### src/rtl/tmr_pkg.sv
package tmr_pkg;
    localparam int NCH    = 8;
    localparam int CNT_W  = 16;
    localparam int ADDR_W = 5;
    localparam int CODE_W = 2;
    localparam int HALF   = NCH / 2;

    localparam logic [ADDR_W-1:0] A_CTRL  = 5'h00;
    localparam logic [ADDR_W-1:0] A_DIR   = 5'h01;
    localparam logic [ADDR_W-1:0] A_EDG_H = 5'h02;
    localparam logic [ADDR_W-1:0] A_EDG_L = 5'h03;
    localparam logic [ADDR_W-1:0] A_ACT_H = 5'h04;
    localparam logic [ADDR_W-1:0] A_ACT_L = 5'h05;
    localparam logic [ADDR_W-1:0] A_TRIG  = 5'h06;
    localparam logic [ADDR_W-1:0] A_FLAG  = 5'h07;
    localparam logic [ADDR_W-1:0] A_CNT   = 5'h08;

    typedef enum logic [1:0] {
        ACT_NONE = 2'b00,
        ACT_TGL  = 2'b01,
        ACT_CLR  = 2'b10,
        ACT_SET  = 2'b11
    } act_e;

    typedef struct packed {
        logic                     run;
        logic [NCH-1:0]           dir;
        logic [CODE_W*NCH-1:0]    edg;
        logic [CODE_W*NCH-1:0]    act;
    } cfg_t;

    typedef struct packed {
        logic [1:0]       sync;
        logic             prev;
        logic [CNT_W-1:0] value;
        logic             pin;
        logic             flag;
    } chan_t;
endpackage

### src/rtl/tmr_counter.sv
module tmr_counter
    import tmr_pkg::*;
#(
    parameter int W = CNT_W
) (
    input  logic         clk,
    input  logic         rst_n,
    input  logic         run,
    output logic [W-1:0] count
);
    logic [W-1:0] cnt_d, cnt_q;

    always_comb begin
        cnt_d = cnt_q;
        if (run) cnt_d = cnt_q + 1'b1;
    end

    always_ff @(posedge clk or negedge rst_n) begin
        if (!rst_n) cnt_q <= '0;
        else        cnt_q <= cnt_d;
    end

    assign count = cnt_q;

    a_r1_step: assert property (@(posedge clk) disable iff (!rst_n)
        run |=> cnt_q == $past(cnt_q) + 1'b1);
    a_r2_hold: assert property (@(posedge clk) disable iff (!rst_n)
        !run |=> $stable(cnt_q));
endmodule

### src/rtl/tmr_channel.sv
module tmr_channel
    import tmr_pkg::*;
#(
    parameter int W = CNT_W
) (
    input  logic              clk,
    input  logic              rst_n,
    input  logic              run,
    input  logic              is_cmp,
    input  logic [CODE_W-1:0] edge_sel,
    input  logic [CODE_W-1:0] act_sel,
    input  logic [W-1:0]      count,
    input  logic              pin_in,
    input  logic              wr_val,
    input  logic [W-1:0]      wdata,
    input  logic              trig,
    input  logic              flag_clr,
    output logic [W-1:0]      value,
    output logic              pin_out,
    output logic              flag
);
    chan_t s_d, s_q;
    logic  rise, fall, hit, cap_ev, cmp_ev;

    always_comb begin
        rise   = s_q.sync[1] & ~s_q.prev;
        fall   = ~s_q.sync[1] & s_q.prev;
        hit    = (edge_sel[0] & rise) | (edge_sel[1] & fall);
        cap_ev = run & ~is_cmp & hit;
        cmp_ev = is_cmp & ((run & (count == s_q.value)) | trig);

        s_d      = s_q;
        s_d.sync = {s_q.sync[0], pin_in};
        s_d.prev = s_q.sync[1];
        if (wr_val)      s_d.value = wdata;
        else if (cap_ev) s_d.value = count;
        if (cmp_ev) begin
            unique case (act_e'(act_sel))
                ACT_TGL:  s_d.pin = ~s_q.pin;
                ACT_CLR:  s_d.pin = 1'b0;
                ACT_SET:  s_d.pin = 1'b1;
                default:  s_d.pin = s_q.pin;
            endcase
        end
        if (cmp_ev)        s_d.flag = 1'b1;
        else if (flag_clr) s_d.flag = 1'b0;
    end

    always_ff @(posedge clk or negedge rst_n) begin
        if (!rst_n) s_q <= '0;
        else        s_q <= s_d;
    end

    assign value   = s_q.value;
    assign pin_out = s_q.pin;
    assign flag    = s_q.flag;

    a_r6_match_flag: assert property (@(posedge clk) disable iff (!rst_n)
        (run && is_cmp && count == value) |=> flag);
    a_r8_trig_flag: assert property (@(posedge clk) disable iff (!rst_n)
        (trig && is_cmp) |=> flag);
    a_r7_clear_pin: assert property (@(posedge clk) disable iff (!rst_n)
        (trig && is_cmp && act_sel == 2'b10) |=> !pin_out);
    a_r7_set_pin: assert property (@(posedge clk) disable iff (!rst_n)
        (trig && is_cmp && act_sel == 2'b11) |=> pin_out);
    a_r5_cmp_keeps_value: assert property (@(posedge clk) disable iff (!rst_n)
        (is_cmp && !wr_val) |=> $stable(value));
    a_r2_no_capture_idle: assert property (@(posedge clk) disable iff (!rst_n)
        (!run && !wr_val) |=> $stable(value));
    a_r9_clear_flag: assert property (@(posedge clk) disable iff (!rst_n)
        (flag_clr && !is_cmp) |=> !flag);
    a_r4_capture_count: assert property (@(posedge clk) disable iff (!rst_n)
        (cap_ev && !wr_val) |=> value == $past(count));
endmodule

### src/rtl/tmr_capcmp_unit.sv
module tmr_capcmp_unit
    import tmr_pkg::*;
(
    input  logic              clk,
    input  logic              rst_n,
    input  logic              bus_we,
    input  logic [4:0]        bus_addr,
    input  logic [15:0]       bus_wdata,
    output logic [15:0]       bus_rdata,
    input  logic [7:0]        cap_pin,
    output logic [7:0]        cmp_pin
);
    localparam int HALF_W = CODE_W * HALF;

    cfg_t           cfg_d, cfg_q;
    logic [CNT_W-1:0] count;
    logic [NCH-1:0] wr_val, trig, flag_clr, flags;
    logic [CNT_W-1:0] chan_val [NCH];

    always_comb begin
        cfg_d = cfg_q;
        if (bus_we) begin
            unique case (bus_addr)
                A_CTRL:  cfg_d.run = bus_wdata[7];
                A_DIR:   cfg_d.dir = bus_wdata[NCH-1:0];
                A_EDG_H: cfg_d.edg[CODE_W*NCH-1:HALF_W] = bus_wdata[HALF_W-1:0];
                A_EDG_L: cfg_d.edg[HALF_W-1:0]          = bus_wdata[HALF_W-1:0];
                A_ACT_H: cfg_d.act[CODE_W*NCH-1:HALF_W] = bus_wdata[HALF_W-1:0];
                A_ACT_L: cfg_d.act[HALF_W-1:0]          = bus_wdata[HALF_W-1:0];
                default: ;
            endcase
        end
    end

    always_ff @(posedge clk or negedge rst_n) begin
        if (!rst_n) cfg_q <= '0;
        else        cfg_q <= cfg_d;
    end

    always_comb begin
        trig     = (bus_we && bus_addr == A_TRIG) ? bus_wdata[NCH-1:0] : '0;
        flag_clr = (bus_we && bus_addr == A_FLAG) ? bus_wdata[NCH-1:0] : '0;
        for (int n = 0; n < NCH; n++)
            wr_val[n] = bus_we && bus_addr[4] && !bus_addr[3] && (bus_addr[2:0] == n[2:0]);
    end

    tmr_counter #(.W(CNT_W)) u_cnt (
        .clk   (clk),
        .rst_n (rst_n),
        .run   (cfg_q.run),
        .count (count)
    );

    for (genvar n = 0; n < NCH; n++) begin : g_ch
        tmr_channel #(.W(CNT_W)) u_ch (
            .clk      (clk),
            .rst_n    (rst_n),
            .run      (cfg_q.run),
            .is_cmp   (cfg_q.dir[n]),
            .edge_sel (cfg_q.edg[CODE_W*n +: CODE_W]),
            .act_sel  (cfg_q.act[CODE_W*n +: CODE_W]),
            .count    (count),
            .pin_in   (cap_pin[n]),
            .wr_val   (wr_val[n]),
            .wdata    (bus_wdata),
            .trig     (trig[n]),
            .flag_clr (flag_clr[n]),
            .value    (chan_val[n]),
            .pin_out  (cmp_pin[n]),
            .flag     (flags[n])
        );
    end

    always_comb begin
        bus_rdata = '0;
        if (bus_addr[4]) begin
            if (!bus_addr[3]) bus_rdata = chan_val[bus_addr[2:0]];
        end else begin
            unique case (bus_addr)
                A_CTRL:  bus_rdata[7] = cfg_q.run;
                A_DIR:   bus_rdata[NCH-1:0] = cfg_q.dir;
                A_EDG_H: bus_rdata[HALF_W-1:0] = cfg_q.edg[CODE_W*NCH-1:HALF_W];
                A_EDG_L: bus_rdata[HALF_W-1:0] = cfg_q.edg[HALF_W-1:0];
                A_ACT_H: bus_rdata[HALF_W-1:0] = cfg_q.act[CODE_W*NCH-1:HALF_W];
                A_ACT_L: bus_rdata[HALF_W-1:0] = cfg_q.act[HALF_W-1:0];
                A_FLAG:  bus_rdata[NCH-1:0] = flags;
                A_CNT:   bus_rdata = count;
                default: bus_rdata = '0;
            endcase
        end
    end

    a_r8_trig_reads_zero: assert property (@(posedge clk) disable iff (!rst_n)
        bus_addr == A_TRIG |-> bus_rdata == '0);
    a_r11_ctrl_low_zero: assert property (@(posedge clk) disable iff (!rst_n)
        bus_addr == A_CTRL |-> bus_rdata[6:0] == '0);
    a_r2_idle_pins_hold: assert property (@(posedge clk) disable iff (!rst_n)
        (!cfg_q.run && !(bus_we && bus_addr == A_TRIG)) |=> $stable(cmp_pin));
endmodule

### config.mk
export PLATFORM = sky130hd
export DESIGN_NAME = tmr_capcmp_unit
export DESIGN_NICKNAME = d
export VERILOG_FILES = /design/src/rtl/tmr_pkg.sv /design/src/rtl/tmr_counter.sv /design/src/rtl/tmr_channel.sv /design/src/rtl/tmr_capcmp_unit.sv
export SDC_FILE = /design/constraint.sdc
export NUM_CORES = 1
export LEC_CHECK = 0
export ABC_AREA = 1
export BUFFER_PORTS_ARGS = -buffer_cell sky130_fd_sc_hd__buf_4
export CAP_MARGIN = 20
export CORE_MARGIN = 2
export CORE_UTILIZATION = 40
export CTS_BUF_LIST = sky130_fd_sc_hd__clkbuf_8 sky130_fd_sc_hd__clkbuf_16
export DETAILED_ROUTE_END_ITERATION = 8
export HOLD_SLACK_MARGIN = 0.02
export SLEW_MARGIN = 20
export SYNTH_ARGS = -nofsm -noshare
export SYNTH_HDL_FRONTEND = slang
export SYNTH_SLANG_ARGS = --single-unit
### constraint.sdc
create_clock -name clk -period 2 [get_ports clk]
set_input_delay 0.3 -clock clk [delete_from_list [all_inputs] [get_ports clk]]
set_output_delay 0.3 -clock clk [all_outputs]
set_load 0.02 [all_outputs]
After elaboration in Yosys (flattened, before gate mapping)
Cells that the tools add are included.
{ "word_totals": {"in_bits": 32, "regBits": 225, "word_cells": 312, "output_inout_bits": 24} }
{ "op_classes": {"n_bitwise": 113, "n_lt_le_gt_ge": 1, "n_reduce_logical": 53, "eq_ne": 47, "n_mux": 50, "n_addsub": 1} }
{ "ops": {"columns": ["operator", "count"], "rows": [
  ["$mux W16", 20],
  ["$eq A16 B16 Y1", 8],
  ["$and A1 B1 Y1", 64],
  ["$pmux W7 S7", 1],
  ["$bmux W16 S3", 1],
  ["$eq A2 B2 Y1 const B", 16],
  ["$not A1 Y1", 32],
  ["$reduce_bool A2 Y1", 16],
  ["$reduce_and A2 Y1", 14],
  ["$mux W8", 3],
  ["$pmux W1 S3", 8],
  ["$reduce_bool A3 Y1", 8],
  ["$eq A5 B3 Y1 const B", 4],
  ["$add A16 B1 Y16 const B", 1],
  ["$eq A2 B1 Y1 const B", 8],
  ["$mux W1", 16],
  ["$or A1 B1 Y1", 16],
  ["$eq A3 B3 Y1 const B", 4],
  ["$logic_and A1 B1 Y1", 12],
  ["$eq A5 B2 Y1 const B", 2],
  ["$pmux W1 S8", 1],
  ["$eq A3 B2 Y1 const B", 2],
  ["$eq A5 B1 Y1 const B", 1],
  ["$eq A5 B4 Y1 const B", 1],
  ["other kinds (6)", 6]
]} }

Logic depth before layout (Yosys ltp)
{ "logic_depth": {"depth_word": 7, "mapped_depth": 12, "ltp_nobuf": 11} }

Cells and area by module
Synthesis repeated with hierarchy kept, for this count alone.
{ "hier_totals": {"hier_cells": 2275, "area_unflattened_um2": 16478.3} }
{ "by_module_without_submodules": {"columns": ["mod", "area_per_inst_um2", "seq_area_each_um2", "instances", "cells_per_inst"], "rows": [
  ["tmr_channel", 1468.9, 525.5, 8, 187],
  ["tmr_capcmp_unit", 3913.8, 1026.0, 1, 682],
  ["tmr_counter", 813.3, 400.4, 1, 97]
]} }

Worst setup path after synthesis
Ideal clock, no wire load.
{ "synth_path": {"kind": "input-to-output", "from": "input port bus_addr[2]", "to": "output port bus_rdata[12]", "arrival_time_ns": 1.401, "setup_slack_ns": 0.299, "cell_stages": 7, "cell_sequence": "nor2_1 -> buf_2 -> clkbuf_1 -> o21ai_0 -> nand2_1 -> nand2_1 -> o21ai_0"} }
{ "synth_between": {"elab_chain_cells": 6} }
{ "synth_lines": {"columns": ["item", "line_no", "source"], "rows": [
  ["start: declaration", "tmr_capcmp_unit.sv:7", "input logic [4:0] bus_addr,"],
  ["$not A3 Y4 (implied by the code)", "tmr_capcmp_unit.sv:77", "if (!bus_addr[3]) bus_rdata = chan_val[bus_addr[2:0]];"],
  ["$bmux W16 S3", "tmr_capcmp_unit.sv:77", null],
  ["$mux W16 (implied by the code) (2 in series)", "tmr_capcmp_unit.sv:77", null],
  ["$mux W16", "tmr_capcmp_unit.sv:77", null],
  ["$mux W16 (*)", "tmr_capcmp_unit.sv:76", "if (bus_addr[4]) begin"],
  ["end: declaration", "tmr_capcmp_unit.sv:9", "output logic [15:0] bus_rdata,"]
]} }
Every way passes the cells marked *; elsewhere a longest branch is shown, timed or not. The select of a mux whose other input is x is not followed.

Worst setup path after layout
{ "layout_path": {"from": "register g_ch[5].u_ch.s_q, in the netlist g_ch[5].u_ch.value[5]", "to": "output port bus_rdata[5]"} }
{ "layout_between": {"elab_chain_cells": 5} }
{ "layout_lines": {"columns": ["item", "line_no", "source"], "rows": [
  ["start: declaration", "tmr_channel.sv:22", "chan_t s_d, s_q;"],
  ["start signal: assignment", "tmr_channel.sv:50", "if (!rst_n) s_q <= '0;"],
  ["start signal: assignment", "tmr_channel.sv:51", "else s_q <= s_d;"],
  ["$bmux W16 S3", "tmr_capcmp_unit.sv:77", null],
  ["$mux W16 (implied by the code) (2 in series)", "tmr_capcmp_unit.sv:77", null],
  ["$mux W16", "tmr_capcmp_unit.sv:77", null],
  ["$mux W16", "tmr_capcmp_unit.sv:76", null]
]} }
No other way between the ends. The select of a mux whose other input is x is not followed.

==> results.toml <==
[floorplanning]
pin_count = 56
core_um2 = 32600
initial_core_util_pct = 40.6
die_area_um2 = 34600
row_count = 66
die_x_um = 186
fp.dieH_um = 186

[power]
irDropWorstVdd_mv = 0.739
power.leakage_nw = 8.25
power_per_cell_area_nw_per_um2 = 1030

[yosys]
muxShareOfSynthArea_pct = 0
avgSynthCellArea_um2 = 7.16
yosysWarnings = 0
syn-num-nets = 1884
synth_xor_area_share_pct = 1.12
synth_cell_types = 34
synthCells = 1851
synth_top_family_by_area = "simple AND/OR/NAND/NOR gates"
yosys.area_share.simple_pct = 25.0
ys_ff_latch = 225
synth_compound_area_share_pct = 20.9
synthAdderAreaFrac_pct = 0.0944
seq_area_frac_synth_pct = 42.5
syn-cell-area_um2 = 13300

[cells_and_area]
nNetsFinal = 2065
instances_no_fill = 2491
diodes = 0
area_delta_synth_final_pct = 28.3
design_area_um2 = 17000
fillCellCount = 3120
drive_gt1_share_pct = 24.1

[worst_setup_path]
crit_path_end_kind = "primary output"
critPathLaunchType = "register"
critical_path_class = "reg -> out"
cp.required_ns = 1.70
critical_path_arrival_ns = 1.81
worstPathMaxFanout = 3

[status]
status = "finished with violations"
violations = "setup timing"

[placed_design]
placed_cells = 2381
portBuffers = 55
placed_area_um2 = 15100
gp_congestion = 0.919
hpwl_um = 35700

[flow_run]
max-cap-violations = 0

[clock_tree]
cts_tree = "done"
clock_sinks = 225
cts_htree_levels = 1
clk_latency_ns = 0.56
root_buffer = "clkbuf_16"
cts-buffers-inserted = 28
clk_pin_slew_ns = 0.06
clockBufferDepth = 3

[timing]
hold_viol_final = 0
hold_ws_ns = 0.0567
maxSlewViolCount = 0
layout_min_cycle_time_ns = 2.11
worst_pin_slew_ns = 0.726
fin_ws_ns = -0.114
rsz0062_at_grt = "yes"
max_freq_mhz = 473
skew_ns = 0.0110
post-route-period-util_pct = 106
slew_headroom_pct = 51.6
finalSetupViolations = 9

[drt]
drc = 0
drt-initial-drc-count = 1567
wl_per_cell_um = 19.7
vias_per_cell = 5.51
firstDrtPassIters = 6
postRouteAntennaNets = 0
vias = 13700
routed_wl_um = 49100

[min_path]
hp-class = "in -> reg"

[global_route]
first_global_vias = 12800
antenna_found_initial = 0
track_usage_pct = 28.8
grt_overflow = 0
grt_max_degree = 55
grt_pass1_wl_um = 75800
-- layout make-up --
| cell class | instances | area [um2] | area share (%) |
|---|---|---|---|
| flip-flops and latches | 225 | 5630 | 33.1 |
| inverters | 223 | 857 | 5.04 |
| clock inverters | 10 | 108 | 0.633 |
| repair buffers | 262 | 2390 | 14.1 |
| clock buffers | 37 | 825 | 4.85 |
| well taps | 442 | 553 | 3.25 |
| multi-input cells | 1292 | 6640 | 39.0 |
-- final timing paths --
check / from / to / slack, ns / cells past startpoint
worst max-delay path: g_ch[5].u_ch.value[5]$_DFFE_PN0P_ / bus_rdata[5] / -0.11 / 8
worst max register to register: u_cnt.count[1]$_DFFE_PN0P_ / u_cnt.count[13]$_DFFE_PN0P_ / 0.10 / 7
max in group asynchronous: rst_n / u_cnt.count[8]$_DFFE_PN0P_ / 1.03 / 3
min in group asynchronous: rst_n / g_ch[1].u_ch.value[10]$_DFFE_PN0P_ / 0.26 / 2
worst min register to register: g_ch[3].u_ch.s_d[20]$_DFF_PN0_ / g_ch[3].u_ch.s_d[18]$_DFF_PN0_ / 0.35 / 0
worst min-delay path: bus_wdata[14] / g_ch[5].u_ch.value[14]$_DFFE_PN0P_ / 0.06 / 3
-- logic make-up (layout without fill, tap and decap cells) --
| logic type | Yosys count | count (layout) |
|---|---|---|
| compound gates | 465 | 465 |
| xor+xnor | 17 | 17 |
| fa+ha+maj | 1 | 1 |
| buf+inv | 334 | 532 |
| flops | 225 | 225 |
| simple gates | 809 | 809 |
-- cells in the mapped netlist, drive strengths merged --
| master | instances | area [um2] |
|---|---|---|
| o211ai | 95 | 713 |
| nand4 | 34 | 213 |
| clkinv | 8 | 30.0 |
| o22ai | 77 | 482 |
| a211oi | 22 | 165 |
| clkbuf | 39 | 146 |
| o221ai | 8 | 70.1 |
| xor2 | 15 | 131 |
| nor4 | 2 | 12.5 |
| a21oi | 49 | 245 |
| o2bb2ai | 1 | 8.76 |
| buf | 72 | 402 |
| nand2 | 588 | 2240 |
| xnor2 | 2 | 17.5 |
| nor2 | 117 | 480 |
| o21ai | 212 | 1080 |
| nor3 | 6 | 41.3 |
| inv | 215 | 807 |
| a21o | 1 | 7.51 |
| nand3 | 60 | 300 |
| dfrtp | 225 | 5630 |
| ha | 1 | 12.5 |
| nand3b | 2 | 15.0 |
-- state kept, by name (all words and copies together), names as in the netlist --
signal / count
cfg_q: 41
g_ch.u_ch.flag: 8
g_ch.u_ch.pin_out: 8
g_ch.u_ch.s_d: 16
g_ch.u_ch.s_q: 8
g_ch.u_ch.value: 128
u_cnt.count: 16
-- power breakdown --
| part | switching, mW | total [mW] | internal [mW] |
|---|---|---|---|
| logic | 3.59 | 6.03 | 2.43 |
| registers | 0.736 | 6.29 | 5.56 |
| clock network | 2.01 | 5.11 | 3.11 |
| total | 6.34 | 17.4 | 11.1 |
-- critical path, cell delays in order, from the launching register on --
cell     delay, ns
dfrtp_1       0.40
inv_2         0.09
o22ai_2       0.09
o21ai_1       0.16
buf_4         0.16
nand2_4       0.06
nand2_2       0.09
nand3_2       0.08
buf_6         0.14
-- cells in the final DEF, fill, tap and decap left out, types with 3 or more instances in the layout --
master and count:
nand2_1 561, dfrtp_1 223, buf_4 207, o21ai_0 160, inv_1 123, nor2_1 109, o211ai_1 95, inv_2 91
nand3_1 51, o22ai_1 50, a21oi_1 46, nand4_1 34, o21ai_1 30, clkbuf_16 28, o22ai_2 26, buf_12 26
o21ai_2 22, a211oi_1 22, nand2_2 21, buf_6 19, xor2_1 15, nand3_2 9, clkbuf_8 9, dlygate4sd3_1 9
o221ai_1 8, clkinv_1 8, clkinvlp_4 5, nor2_2 5, nand2_4 4, nor3_1 4, a21oi_2 3
-- stage by stage --
step / setup WS (ns) / total power, mW / setup TNS (ns) / util, %
2_1_floorplan: 0.299 / 9.33 / 0 / -
6_report: -0.114 / 17.4 / -0.494 / 52.1
3_5_place_dp: -0.144 / 11.3 / -0.431 / 46.2
5_1_grt: -0.191 / 18.5 / -1.18 / 52.1
4_1_cts: -0.114 / 16.9 / -0.570 / 50.6
3_3_place_gp: -0.201 / 11.2 / -0.672 / 46.2
-- layer usage --
metal  track usage, %  wire (um)
met1             42.3      22200
met2             42.3      20900
met4             9.10       1640
met5                0          0
met3             5.52       4330
-- timing repair --
item	in CTS	in global routing
endpoints found under the setup margin	16	18
buffers inserted	28	32
hold buffers	9	0
gates resized for setup	142	99
pin swaps	38	46
hold endpoints to repair	49	0
No activity file was read; power rests on OpenSTA's default activity.
